==> src/rtl/sysacc_pkg.sv <==
package sysacc_pkg;
  localparam int LVL_W = 2;

  // Result of decoding op1 into a privilege floor.
  typedef struct packed {
    logic [LVL_W-1:0] min_lvl;   // lowest level that may issue the access
    logic             need_sec;  // access class restricted to secure state
    logic             feat_gap;  // encoding needs an absent feature
  } acc_dec_t;
endpackage

==> src/rtl/sysacc_tag_gate.sv <==
module sysacc_tag_gate
  import sysacc_pkg::*;
(
  input  logic [LVL_W-1:0] cur_lvl,
  input  logic             hyp_en,
  input  logic [1:0]       host_pair,
  input  logic             mon_tag_en,
  input  logic             hyp_tag_en,
  input  logic             l3_tag_en,
  input  logic             l2_tag_en,
  input  logic             l1_tag_en,
  input  logic             l2_tag_en0,
  input  logic             l1_tag_en0,
  output logic             tag_ok
);
  logic host_mode;
  logic mon_block;
  logic hyp_block;
  logic lvl_bit;

  assign host_mode = hyp_en && (host_pair == 2'b11);
  assign mon_block = !mon_tag_en && (cur_lvl != 2'd3);
  assign hyp_block = !hyp_tag_en && (cur_lvl <= 2'd1) && hyp_en && (host_pair != 2'b11);

  always_comb begin
    unique case (cur_lvl)
      2'd3:    lvl_bit = l3_tag_en;
      2'd2:    lvl_bit = l2_tag_en;
      2'd1:    lvl_bit = l1_tag_en;
      default: lvl_bit = host_mode ? l2_tag_en0 : l1_tag_en0;
    endcase
  end

  assign tag_ok = !mon_block && !hyp_block && lvl_bit;
endmodule

==> config.mk <==
export PLATFORM = sky130hd
export DESIGN_NAME = sysacc_tag_gate
export DESIGN_NICKNAME = d
export VERILOG_FILES = /design/src/rtl/sysacc_pkg.sv /design/src/rtl/sysacc_tag_gate.sv
export SDC_FILE = /design/constraint.sdc
export NUM_CORES = 1
export LEC_CHECK = 0
export CELL_PAD_IN_SITES_DETAIL_PLACEMENT = 0
export CELL_PAD_IN_SITES_GLOBAL_PLACEMENT = 1
export CORE_AREA = 2 2 39 41
export DETAILED_ROUTE_END_ITERATION = 16
export DIE_AREA = 0 0 41 43
export DONT_BUFFER_PORTS = 1
export GPL_ROUTABILITY_DRIVEN = 0
export PLACE_DENSITY = 0.31
export SYNTH_ARGS = -nofsm -noshare
export SYNTH_HDL_FRONTEND = slang
export SYNTH_SLANG_ARGS = --single-unit
==> constraint.sdc <==
create_clock -name vclk -period 2.5
set_clock_uncertainty 0.2 [all_clocks]
set_input_delay 0.25 -clock vclk [all_inputs]
set_output_delay 0.25 -clock vclk [all_outputs]
set_load 0.02 [all_outputs]
==> impl_metrics.yaml <==
route:
  vias: 98
  wl_met2_um: 52
  drc: 0
  drt_pass1_iterations: 4
  top_layer_used: "met3"
  m1WireLength_um: 133
  antenna_left: 0
  viasPerCell: 3.50
  wl_per_cell_um: 11.5
  initialDrtViolationCount: 3
  met3_length_um: 137
  drt-total-wl_um: 323
grt:
  grt_usage: 0.0360
  antenna_found_initial: 0
  grt_pass1_vias: 97
  grt_pass1_wl_um: 441
  grt-ovfl-total: 0
  grt_max_degree: 7
layout:
  seq_cells: 0
  syn2layout_area_growth_pct: 25.8
  drive_gt1_frac: 0.0833
  fin_nets: 26
  multi_input_area_um2: 77.6
  postLayoutCellArea_um2: 97.6
  nClkBuffers: 0
  sequential_cell_area_um2: 0
  num_antenna_cells: 0
  n_fill_cell: 162
yosys:
  ys.warnings.count: 0
  synth_fp_nets: 24
  synth_area_per_cell_um2: 6.46
  ys_seq_area_frac: 0
  ys_types: 9
  synth_area_leaders: "a21oi_1, nor3b_1, mux2_2, mux2i_1, o21a_1"
  syn_inst: 12
  synth_top_cell_by_area: "a21oi_1"
  yosysMostFrequentCell: "a21oi_1"
  syn_area_um2: 77.6
  synth_commonest_cells: "a21oi_1, nor3b_1"
  synth_top_area_share: 0.194
sta:
  period_minus_slack_ps: 1370
  setup_tns_ps: 0
  worstMarginPinSlew_ps: 225
  slew_viol_final: 0
  clock.fmax_mhz: 732
  period_share: 0.547
  finalSetupViolations: 0
  rsz0062_at_grt: "false"
  max_slew_margin: 0.851
  hold_violations: 0
power_and_ir_drop:
  peakVddDrop_mv: 0.0165
  p_leak_uw: 0.0000275
  report.power.total_uw: 11.3
  p_per_area_nw_per_um2: 116
worst_setup_path:
  crit_path_end: "tag_ok"
  max_stage_delay_ps: 330
  cp_cell_sequence: "nand3_1 > mux2_2 > o21a_1"
  crit_type: "in -> out"
  critPathMaxFanout: 2
  crit_arrival_ps: 920
  slowest_stage: "mux2_2"
  cp-start-kind: "primary input"
  cp.required_ps: 2050
  endpoint_kind: "output port"
  critPathLaunch: "host_pair[0]"
clocking:
  cts.hold.buffers_added: 0
  cts_setup_buffers: 0
  cts_resized: 0
die:
  die_h_um: 43
  io_pins: 13
  die-area_um2: 1760
  die_w_um: 41
  core-area_um2: 1380
  start_util: 0.0561
  row_count: 14
run_status:
  outcome: "completed"
job:
  drv_cap: 0
worst_hold_path:
  hold_class: "in -> out"
placed_design:
  port_buffers: 0
  place_area_um2: 97.6
==> logic make-up (layout without fill, tap and decap cells) <==
group,count (synthesis),in the layout,share of synthesized area
compound gates,5,5,0.371
simple gates,5,5,0.355
mux,2,2,0.274
==> worst min-delay path by stage <==
stage / to / from / depth (start not counted)
2_1_floorplan: tag_ok / hyp_en / 2
3_3_place_gp: tag_ok / hyp_en / 2
3_5_place_dp: tag_ok / hyp_en / 2
4_1_cts: tag_ok / hyp_en / 2
5_1_grt: tag_ok / hyp_en / 2
6_report: tag_ok / hyp_en / 2
==> routing by layer <==
layer  vias to the layer above  track usage
met5                         -            0
met4                         0            0
met1                        36       0.0506
met3                         0       0.0524
li1                         47            -
met2                        15       0.0313
==> area by class of cell <==
cell class         count  share of cell area
multi-input cells     12               0.795
well taps             16               0.205
==> cells in the final DEF, fill, tap and decap left out, drive strengths merged <==
cell / count
nand3: 1
a31oi: 1
mux2: 1
nand2: 1
mux2i: 1
o21a: 1
nor3b: 2
a21oi: 3
nor2: 1
==> power breakdown <==
part	total (uW)	switching, uW	internal [uW]	leakage [uW]
Clock	0	0	0	0
Sequential	0	0	0	0
Combinational	11.3	5.74	5.56	0.0000275
Total	11.3	5.74	5.56	0.0000275
==> worst max-delay path, delay by kind of cell <==
family	cells	cell delay, ps
compound gates	1	270
simple gates	1	70
mux	1	330
==> stage by stage <==
| stage | hold WS, ps | std cells | util | setup WS, ps |
|---|---|---|---|---|
| after floorplan | 512 | 12 | - | 1160 |
| after CTS | 535 | 28 | 0.0705 | 1120 |
| after detailed placement | 535 | 28 | 0.0705 | 1120 |
| after global placement | 532 | 28 | 0.0705 | 1140 |
| final | 532 | 28 | 0.0705 | 1130 |
| after global routing | 557 | 28 | 0.0705 | 1100 |
Note: power is estimated with default switching activity, not from simulation.
